### src/rtl/ps2iw_pkg.sv
package ps2iw_pkg;
  localparam int NUM_SRC      = 2;
  localparam int SRC_KBD      = 0;
  localparam int SRC_AUX      = 1;
  localparam int CFG_W        = 8;
  localparam int KBD_MODE_BIT = 3;
  localparam int AUX_MODE_BIT = 4;
  localparam int SYNC_STAGES  = 2;
  localparam int RST_STAGES   = 2;

  // Configuration bit that selects the latch mode of a channel
  function automatic int mode_bit(input int src);
    return (src == SRC_KBD) ? KBD_MODE_BIT : AUX_MODE_BIT;
  endfunction
endpackage

### src/rtl/ps2iw_rst_sync.sv
module ps2iw_rst_sync #(
  parameter int STAGES = 2
) (
  input  logic clk,
  input  logic rst_n_async,
  output logic rst_n_sync
);
  logic [STAGES-1:0] sh_q;
  logic [STAGES-1:0] sh_d;

  always_comb begin
    sh_d = {sh_q[STAGES-2:0], 1'b1};
  end

  always_ff @(posedge clk or negedge rst_n_async) begin
    if (!rst_n_async) sh_q <= '0;
    else              sh_q <= sh_d;
  end

  assign rst_n_sync = sh_q[STAGES-1];
endmodule

### src/rtl/ps2iw_irq_latch.sv
module ps2iw_irq_latch (
  input  logic clk,
  input  logic rst_n,
  input  logic irq_raw,
  input  logic rd_clr,
  input  logic latch_only,
  output logic irq_out,
  output logic latched
);
  logic irq_prev_q;
  logic lat_q;
  logic lat_d;
  logic rise;

  always_comb begin
    rise = irq_raw & ~irq_prev_q;
    // clear dominates a simultaneous set
    if (rd_clr)    lat_d = 1'b0;
    else if (rise) lat_d = 1'b1;
    else           lat_d = lat_q;
  end

  always_ff @(posedge clk or negedge rst_n) begin
    if (!rst_n) begin
      irq_prev_q <= 1'b0;
      lat_q      <= 1'b0;
    end else begin
      irq_prev_q <= irq_raw;
      lat_q      <= lat_d;
    end
  end

  assign irq_out = latch_only ? lat_q : (irq_raw & lat_q);
  assign latched = lat_q;
endmodule

### src/rtl/ps2iw_fall_det.sv
module ps2iw_fall_det #(
  parameter int STAGES = 2
) (
  input  logic clk,
  input  logic rst_n,
  input  logic line_async,
  output logic fall
);
  logic [STAGES-1:0] sync_q;
  logic [STAGES-1:0] sync_d;
  logic              prev_q;

  always_comb begin
    sync_d = {sync_q[STAGES-2:0], line_async};
  end

  // idle-high lines: reset to 1 so release of reset is not an edge
  always_ff @(posedge clk or negedge rst_n) begin
    if (!rst_n) begin
      sync_q <= '1;
      prev_q <= 1'b1;
    end else begin
      sync_q <= sync_d;
      prev_q <= sync_q[STAGES-1];
    end
  end

  assign fall = prev_q & ~sync_q[STAGES-1];
endmodule

### src/rtl/ps2iw_wake_ctl.sv
module ps2iw_wake_ctl #(
  parameter int N = 2
) (
  input  logic         clk,
  input  logic         rst_n,
  input  logic [N-1:0] fall,
  input  logic         stat_we,
  input  logic [N-1:0] stat_wdata,
  input  logic         en_we,
  input  logic [N-1:0] en_wdata,
  input  logic         g_we,
  input  logic         g_wdata,
  output logic [N-1:0] stat_q,
  output logic [N-1:0] en_q,
  output logic         g_q,
  output logic         wake
);
  logic [N-1:0] stat_d;
  logic [N-1:0] en_d;
  logic         g_d;
  logic [N-1:0] clr_mask;

  always_comb begin
    clr_mask = stat_we ? stat_wdata : '0;
    // edge set applied after the clear so it wins a collision
    stat_d   = (stat_q & ~clr_mask) | fall;
    en_d     = en_we ? en_wdata : en_q;
    g_d      = g_we ? g_wdata : g_q;
  end

  always_ff @(posedge clk or negedge rst_n) begin
    if (!rst_n) begin
      stat_q <= '0;
      en_q   <= '0;
      g_q    <= 1'b0;
    end else begin
      stat_q <= stat_d;
      en_q   <= en_d;
      g_q    <= g_d;
    end
  end

  assign wake = g_q & |(stat_q & en_q);
endmodule

### src/rtl/ps2_irq_wake.sv
module ps2_irq_wake
  import ps2iw_pkg::*;
(
  input  logic             clk,
  input  logic             rst_n,
  input  logic             kbd_irq_in,
  input  logic             aux_irq_in,
  input  logic             data_rd,
  input  logic             cfg_we,
  input  logic [CFG_W-1:0] cfg_wdata,
  output logic [CFG_W-1:0] cfg_rdata,
  input  logic             kbd_dat,
  input  logic             aux_dat,
  input  logic             stat_we,
  input  logic [1:0]       stat_wdata,
  output logic [1:0]       stat_rdata,
  input  logic             wen_we,
  input  logic [1:0]       wen_wdata,
  output logic [1:0]       wen_rdata,
  input  logic             gwake_we,
  input  logic             gwake_wdata,
  output logic             gwake_rdata,
  output logic             kbd_irq_out,
  output logic             aux_irq_out,
  output logic             wake_out
);
  logic               rst_ns;
  logic [CFG_W-1:0]   cfg_q;
  logic [CFG_W-1:0]   cfg_d;
  logic [NUM_SRC-1:0] irq_raw;
  logic [NUM_SRC-1:0] irq_cond;
  logic [NUM_SRC-1:0] irq_latched;
  logic [NUM_SRC-1:0] dat_line;
  logic [NUM_SRC-1:0] fall_pulse;
  logic [NUM_SRC-1:0] stat_q;
  logic [NUM_SRC-1:0] en_q;
  logic               gwake_q;

  ps2iw_rst_sync #(.STAGES(RST_STAGES)) u_rst (
    .clk        (clk),
    .rst_n_async(rst_n),
    .rst_n_sync (rst_ns)
  );

  always_comb begin
    cfg_d = cfg_we ? cfg_wdata : cfg_q;
  end

  always_ff @(posedge clk or negedge rst_ns) begin
    if (!rst_ns) cfg_q <= '0;
    else         cfg_q <= cfg_d;
  end

  assign irq_raw[SRC_KBD]  = kbd_irq_in;
  assign irq_raw[SRC_AUX]  = aux_irq_in;
  assign dat_line[SRC_KBD] = kbd_dat;
  assign dat_line[SRC_AUX] = aux_dat;

  for (genvar i = 0; i < NUM_SRC; i++) begin : g_src
    ps2iw_irq_latch u_lat (
      .clk       (clk),
      .rst_n     (rst_ns),
      .irq_raw   (irq_raw[i]),
      .rd_clr    (data_rd),
      .latch_only(cfg_q[mode_bit(i)]),
      .irq_out   (irq_cond[i]),
      .latched   (irq_latched[i])
    );

    ps2iw_fall_det #(.STAGES(SYNC_STAGES)) u_fall (
      .clk       (clk),
      .rst_n     (rst_ns),
      .line_async(dat_line[i]),
      .fall      (fall_pulse[i])
    );
  end

  ps2iw_wake_ctl #(.N(NUM_SRC)) u_wake (
    .clk       (clk),
    .rst_n     (rst_ns),
    .fall      (fall_pulse),
    .stat_we   (stat_we),
    .stat_wdata(stat_wdata),
    .en_we     (wen_we),
    .en_wdata  (wen_wdata),
    .g_we      (gwake_we),
    .g_wdata   (gwake_wdata),
    .stat_q    (stat_q),
    .en_q      (en_q),
    .g_q       (gwake_q),
    .wake      (wake_out)
  );

  assign cfg_rdata   = cfg_q;
  assign stat_rdata  = stat_q;
  assign wen_rdata   = en_q;
  assign gwake_rdata = gwake_q;
  assign kbd_irq_out = irq_cond[SRC_KBD];
  assign aux_irq_out = irq_cond[SRC_AUX];
endmodule

### config.mk
export PLATFORM = sky130hd
export DESIGN_NAME = ps2_irq_wake
export DESIGN_NICKNAME = d
export VERILOG_FILES = /design/src/rtl/ps2iw_pkg.sv /design/src/rtl/ps2iw_rst_sync.sv /design/src/rtl/ps2iw_irq_latch.sv /design/src/rtl/ps2iw_fall_det.sv /design/src/rtl/ps2iw_wake_ctl.sv /design/src/rtl/ps2_irq_wake.sv
export SDC_FILE = /design/constraint.sdc
export NUM_CORES = 1
export LEC_CHECK = 0
export CORE_AREA = 3 3 53 75
export DETAILED_ROUTE_END_ITERATION = 6
export DIE_AREA = 0 0 56 78
export PLACE_DENSITY_LB_ADDON = 0.1
export SYNTH_ARGS = -nofsm -noshare
export SYNTH_HDL_FRONTEND = slang
export SYNTH_HIERARCHICAL = 1
export SYNTH_SLANG_ARGS = --single-unit
export TNS_END_PERCENT = 100
### constraint.sdc
create_clock -name clk -period 1.66 [get_ports clk]
set_input_delay 0.332 -clock clk [delete_from_list [all_inputs] [get_ports clk]]
set_output_delay 0.332 -clock clk [all_outputs]
set_load 0.02 [all_outputs]
After elaboration in Yosys (flattened, before gate mapping) --
Index checks and enable logic that the tools add are counted.
Storage, ports and cells: register bits 25, output and inout bits 16, word-level logic and storage cells 38
Operators by class: muxes and demuxes 7, bitwise gates (word level) 15, reductions and logical operators 3
Operators with widths (number):
- $and A1 B1 Y1 | 7
- $mux W1 | 6
- $and A2 B2 Y2 | 2
- $not A1 Y1 | 4
- $reduce_bool A2 Y1 | 2
- $mux W2 | 1
- $not A2 Y2 | 1
- $or A2 B2 Y2 | 1
- $reduce_or A2 Y1 | 1

Longest topological paths before layout --
word-level depth 4, mapped depth 2, mapped depth without buffers 2

By module --
Netlist, hierarchy kept.
Modules (own cells, without submodules):
- ps2_irq_wake | instances 1, cells an instance 17, area each 331.6 um2
- ps2iw_wake_ctl | instances 1, cells an instance 14, area each 206.4 um2
- ps2iw_fall_det | instances 2, cells an instance 4, area each 92.6 um2
- ps2iw_irq_latch | instances 2, cells an instance 7, area each 76.3 um2
- ps2iw_rst_sync | instances 1, cells an instance 3, area each 53.8 um2

Worst setup path after synthesis --
OpenSTA, ideal clock, no wires.
path kind reg-to-output, start reg u_wake.stat_q[0], end out wake_out, arrival 0.894 ns, required time 1.328 ns, setup slack 0.434 ns, stages on the path, launching flop included 3, cells stage by stage dfrtp_1 a22oi_1 nor2b_1
On the way: word-level cells in the longest chain between the ends 3
Ends and longest elaborated chain:
- from (decl) | RTL line ps2iw_wake_ctl.sv:13 | output logic [N-1:0] stat_q,
- from (signal assigned) | RTL line ps2iw_wake_ctl.sv:37 | stat_q <= stat_d;
- $and A2 B2 Y2 | RTL line ps2iw_wake_ctl.sv:43 | assign wake = g_q & |(stat_q & en_q);
- $reduce_or A2 Y1 | RTL line ps2iw_wake_ctl.sv:43
- $and A1 B1 Y1 | RTL line ps2iw_wake_ctl.sv:43
- to (decl) | RTL line ps2_irq_wake.sv:25 | output logic wake_out
No other way between the ends.

Worst setup path after layout --
start in aux_irq_in, end out aux_irq_out
On the way: word-level cells in the longest chain between the ends 2
Ends and longest elaborated chain:
- from (decl) | RTL line ps2_irq_wake.sv:7 | input logic aux_irq_in,
- $and A1 B1 Y1 | RTL line ps2iw_irq_latch.sv:33 | assign irq_out = latch_only ? lat_q : (irq_raw & lat_q);
- $mux W1 | RTL line ps2iw_irq_latch.sv:33
- to (decl) | RTL line ps2_irq_wake.sv:24 | output logic aux_irq_out,
No other way between the ends.

==> results by stage <==
GRT:
- The number of global-route vias before repair came to 584.
- The initial antenna violation count came to 0.
- After global routing the overflow that remains totals 0.
- The first global-routing pass estimated 2.77 mm of wire.
- The maximum number of pins on one net before global-route repair is 17.
- The global-route total usage across every layer is 0.0790.

Worst setup path:
- By instance count, the cell type seen most on the critical path is nor2_1.
- The required arrival time at the worst endpoint is 1.33 ns.
- The worst endpoint data arrival time is 1.27 ns.
- STA classifies the critical path startpoint as an input pin.
- The master of the slowest instance on the critical path is clkdlybuf4s50_1.
- The worst setup path is captured at a primary output.
- The largest stage delay on the critical path is 0.48 ns.
- The critical path goes through clkdlybuf4s50_1 > nor2_1 > nor2_1 > dlygate4sd2_1.
- Of all nets on the critical path, the largest fanout is 2.
- By startpoint and endpoint, the worst setup path is classified as input pin to primary output.

Synth:
- For this run, the number of Yosys warnings is 6.
- Synthesis inferred 25 register bits.
- The cell area after synthesis is 930 µm².
- By area the synthesized netlist is led by dfrtp_1 (51%), mux2_4 (18%), dfstp_2 (17%).
- The unique cell type count in the Yosys netlist is 14.
- The portion of the post-synthesis area used by sequential elements is 0.681.
- The number of nets in the synthesized netlist is 80.
- The synthesized instance count is 56.
- The library cell with the largest summed area after synthesis is dfrtp_1.
- The mean instance size in the synthesized netlist is 16.6 µm².
- For this run, the leading register cell type out of synthesis is dfrtp_1.
- Counting instances in the post-synthesis netlist gives the leading cell types as dfrtp_1 (19), mux2_4 (11), dfstp_2 (6), nor2_1 (4).
- The share of flip-flops with an asynchronous set or reset after synthesis is 1.00.
- The most common cell in the synthesized netlist is dfrtp_1.
- The proportion of netlist area held by the largest area contributor is 0.511.
- The number of synthesized flops with an enable pin is 0.

Floorplan:
- The number of cell rows is 25.
- The floorplan step set the die width to 56 µm.
- The placeable core region is 3380 µm².
- The effective utilization at floorplan is 0.275.
- The area enclosed by the die boundary is 4370 µm².
- The count of pins on the block boundary is 40.
- The floorplan die height is 78 µm.

Detailed routing:
- The mean number of vias per cell is 4.00.
- In the routed design, unresolved DRC markers number 0.
- In the final routed layout, each cell accounts on average for 11.7 µm.
- The total iterations of the first detailed-routing run is 3.
- The count of vias placed by the detailed router is 572.
- For this block, the initial DRC count from the detailed router was 4.
- The final antenna-violating net count is 0.
- Wires add up to 1.68 mm.

Timing:
- The final count of pins violating max slew was 0.
- For this run, the top clock speed supported by timing is 626 MHz.
- The share of the clock period used by the worst path after layout is 0.963.
- The final setup violation count is 0.
- The maximum clock skew at final layout is 0.00296 ns.
- The final-report hold violation count was 0.
- The worst setup slack after layout is 0.0620 ns.
- Adding up every negative setup slack in the final design gives 0 ns.
- Setup repair after global routing left no endpoint under its margin.
- The final period demand of the worst path is 1.60 ns.
- Final hold analysis gives a worst-case slack of 0.131 ns.

Outcome:
- The flow ran to the end, and the final reports show no timing, DRC or antenna violations.

Pwr:
- The static leakage is 0.662 nW.
- The worst vdd rail ir drop is 0.492 mV.
- The power density over the cells is 909 nW/µm².
- The total power consumption of the routed design is 0.00132 W.

Clock network:
- Buffers inserted to repair hold after CTS numbered 0.
- The clock root buffer is clkbuf_8.
- The TritonCTS buffer count is 3.
- The clock-pin slew reported for the worst setup and hold paths after clock tree synthesis is 0.08 ns.
- For this design, the sink count on the clock tree is 25.
- Clock latency on the worst-skew pair, taken at its later pin, is 0.26 ns.
- The longest clock path from root to sink contains 2 buffers.
- The H-tree level count is 1.
- TritonCTS built the clock tree.

Layout:
- In the final design database the tool counted 128 nets.
- In the final layout, the share of cells above drive strength 1 is 0.291.
- With fillers left out, the area of the finished cells amounts to 1450 µm².
- The number of inserted diodes is 0.
- The layout-stage area growth over the synthesis result is 56.4%.

Placed design:
- The wire-length estimate of the detail-placed layout is 1.29 mm.
- The port buffer count is 39.
- Once placement finished, the instance area stood at 1400 µm².
- Timing analysis after detailed placement gives a worst setup slack of -0.217 ns.
- The congestion estimate from routability-driven global placement came to 0.757.

Worst hold path:
- The worst hold path belongs to the class flip-flop to async pin.

Flow run:
- The max capacitance violation total is 0.
-- layout by cell type (no fill, tap or decap), drive strengths merged --
cell type      count
a21o               2
a21oi              2
a22oi              1
buf                5
clkbuf             3
clkdlybuf4s50     35
clkinv             1
conb               1
dfrtp             19
dfstp              6
dlygate4sd2        3
dlymetal6s2s       1
inv                2
mux2              11
nand2              2
nand2b             2
nor2               4
nor2b              3
-- kinds of logic (layout without fill, tap and decap cells) --
| logic type | count (synthesis) | count (layout) | share of synthesized area |
|---|---|---|---|
| DFF | 25 | 25 | 0.681 |
| AOI/OAI and AO/OA | 5 | 5 | 0.0431 |
| buffers and inverters | 3 | 50 | 0.0202 |
| and+or+nand+nor | 11 | 11 | 0.0740 |
| muxes | 11 | 11 | 0.178 |
| other | 1 | 1 | 0.00403 |
-- worst max-delay path: cells and delay by family --
kind                   cells  cell delay [ns]
buffers and inverters      2             0.81
and+or+nand+nor            2             0.12
-- cell type report --
class / instances / area [µm²]
multi-input combinational: 28 / 278
clock inverter: 1 / 5.00
sequential: 25 / 633
clock buffer: 3 / 41.3
inverter: 2 / 7.51
fill: 333 / 1920
timing repair buffer: 44 / 439
tap: 40 / 50.0
-- sequential cells by signal (all words and copies together) (netlist names) --
register / cells
g_src.u_lat/irq_prev_q: 2
u_wake/g_q: 1
u_rst/sh_q: 2
u_wake/stat_q: 2
cfg_rdata: 8
u_wake/en_q: 2
g_src.u_fall/sync_q: 4
g_src.u_fall/prev_q: 2
g_src.u_lat/latched: 2
-- worst paths after layout --
check,startpoint,depth (start not counted),slack [ns],end
min in group clk,u_rst/sh_q[0],0,0.36,u_rst/sh_q[1]
worst max register to register,g_src[0].u_fall/sync_q[1],2,0.82,u_wake/stat_q[0]
worst min register to register,u_rst/sh_q[1],0,0.13,cfg_rdata[2]
max in group asynchronous,u_rst/sh_q[1],1,0.95,g_src[0].u_fall/prev_q
worst min-delay path,u_rst/sh_q[1],0,0.13,cfg_rdata[2]
worst max-delay path,aux_irq_in,4,0.06,aux_irq_out
-- per-layer routing --
layer  vias up  share of wire  GRT usage  routed length, µm
met4         0         0.0089     0.0356                 15
met3         2          0.074     0.0233                124
met2        18           0.51      0.125                859
met1       278           0.40     0.0980                677
met5         -              0          0                  0
li1        274              -          -                  -
-- report_power, final --
group	internal, W	total [W]	switching, W
clock network	0.000167	0.000347	0.000180
registers	0.000662	0.000693	0.0000306
logic	0.000174	0.000281	0.000108
-- stage by stage --
step	cells	utilization
6_report	143	0.430
3_3_place_gp	138	0.415
3_5_place_dp	138	0.415
2_1_floorplan	56	-
5_1_grt	143	0.430
4_1_cts	142	0.427
-- timing repair --
item / in CTS / in global routing
setup buffers: 0 / 1
resized for setup: 3 / 1
setup endpoints to repair: 3 / 2
(Power assumes the default switching activity.)
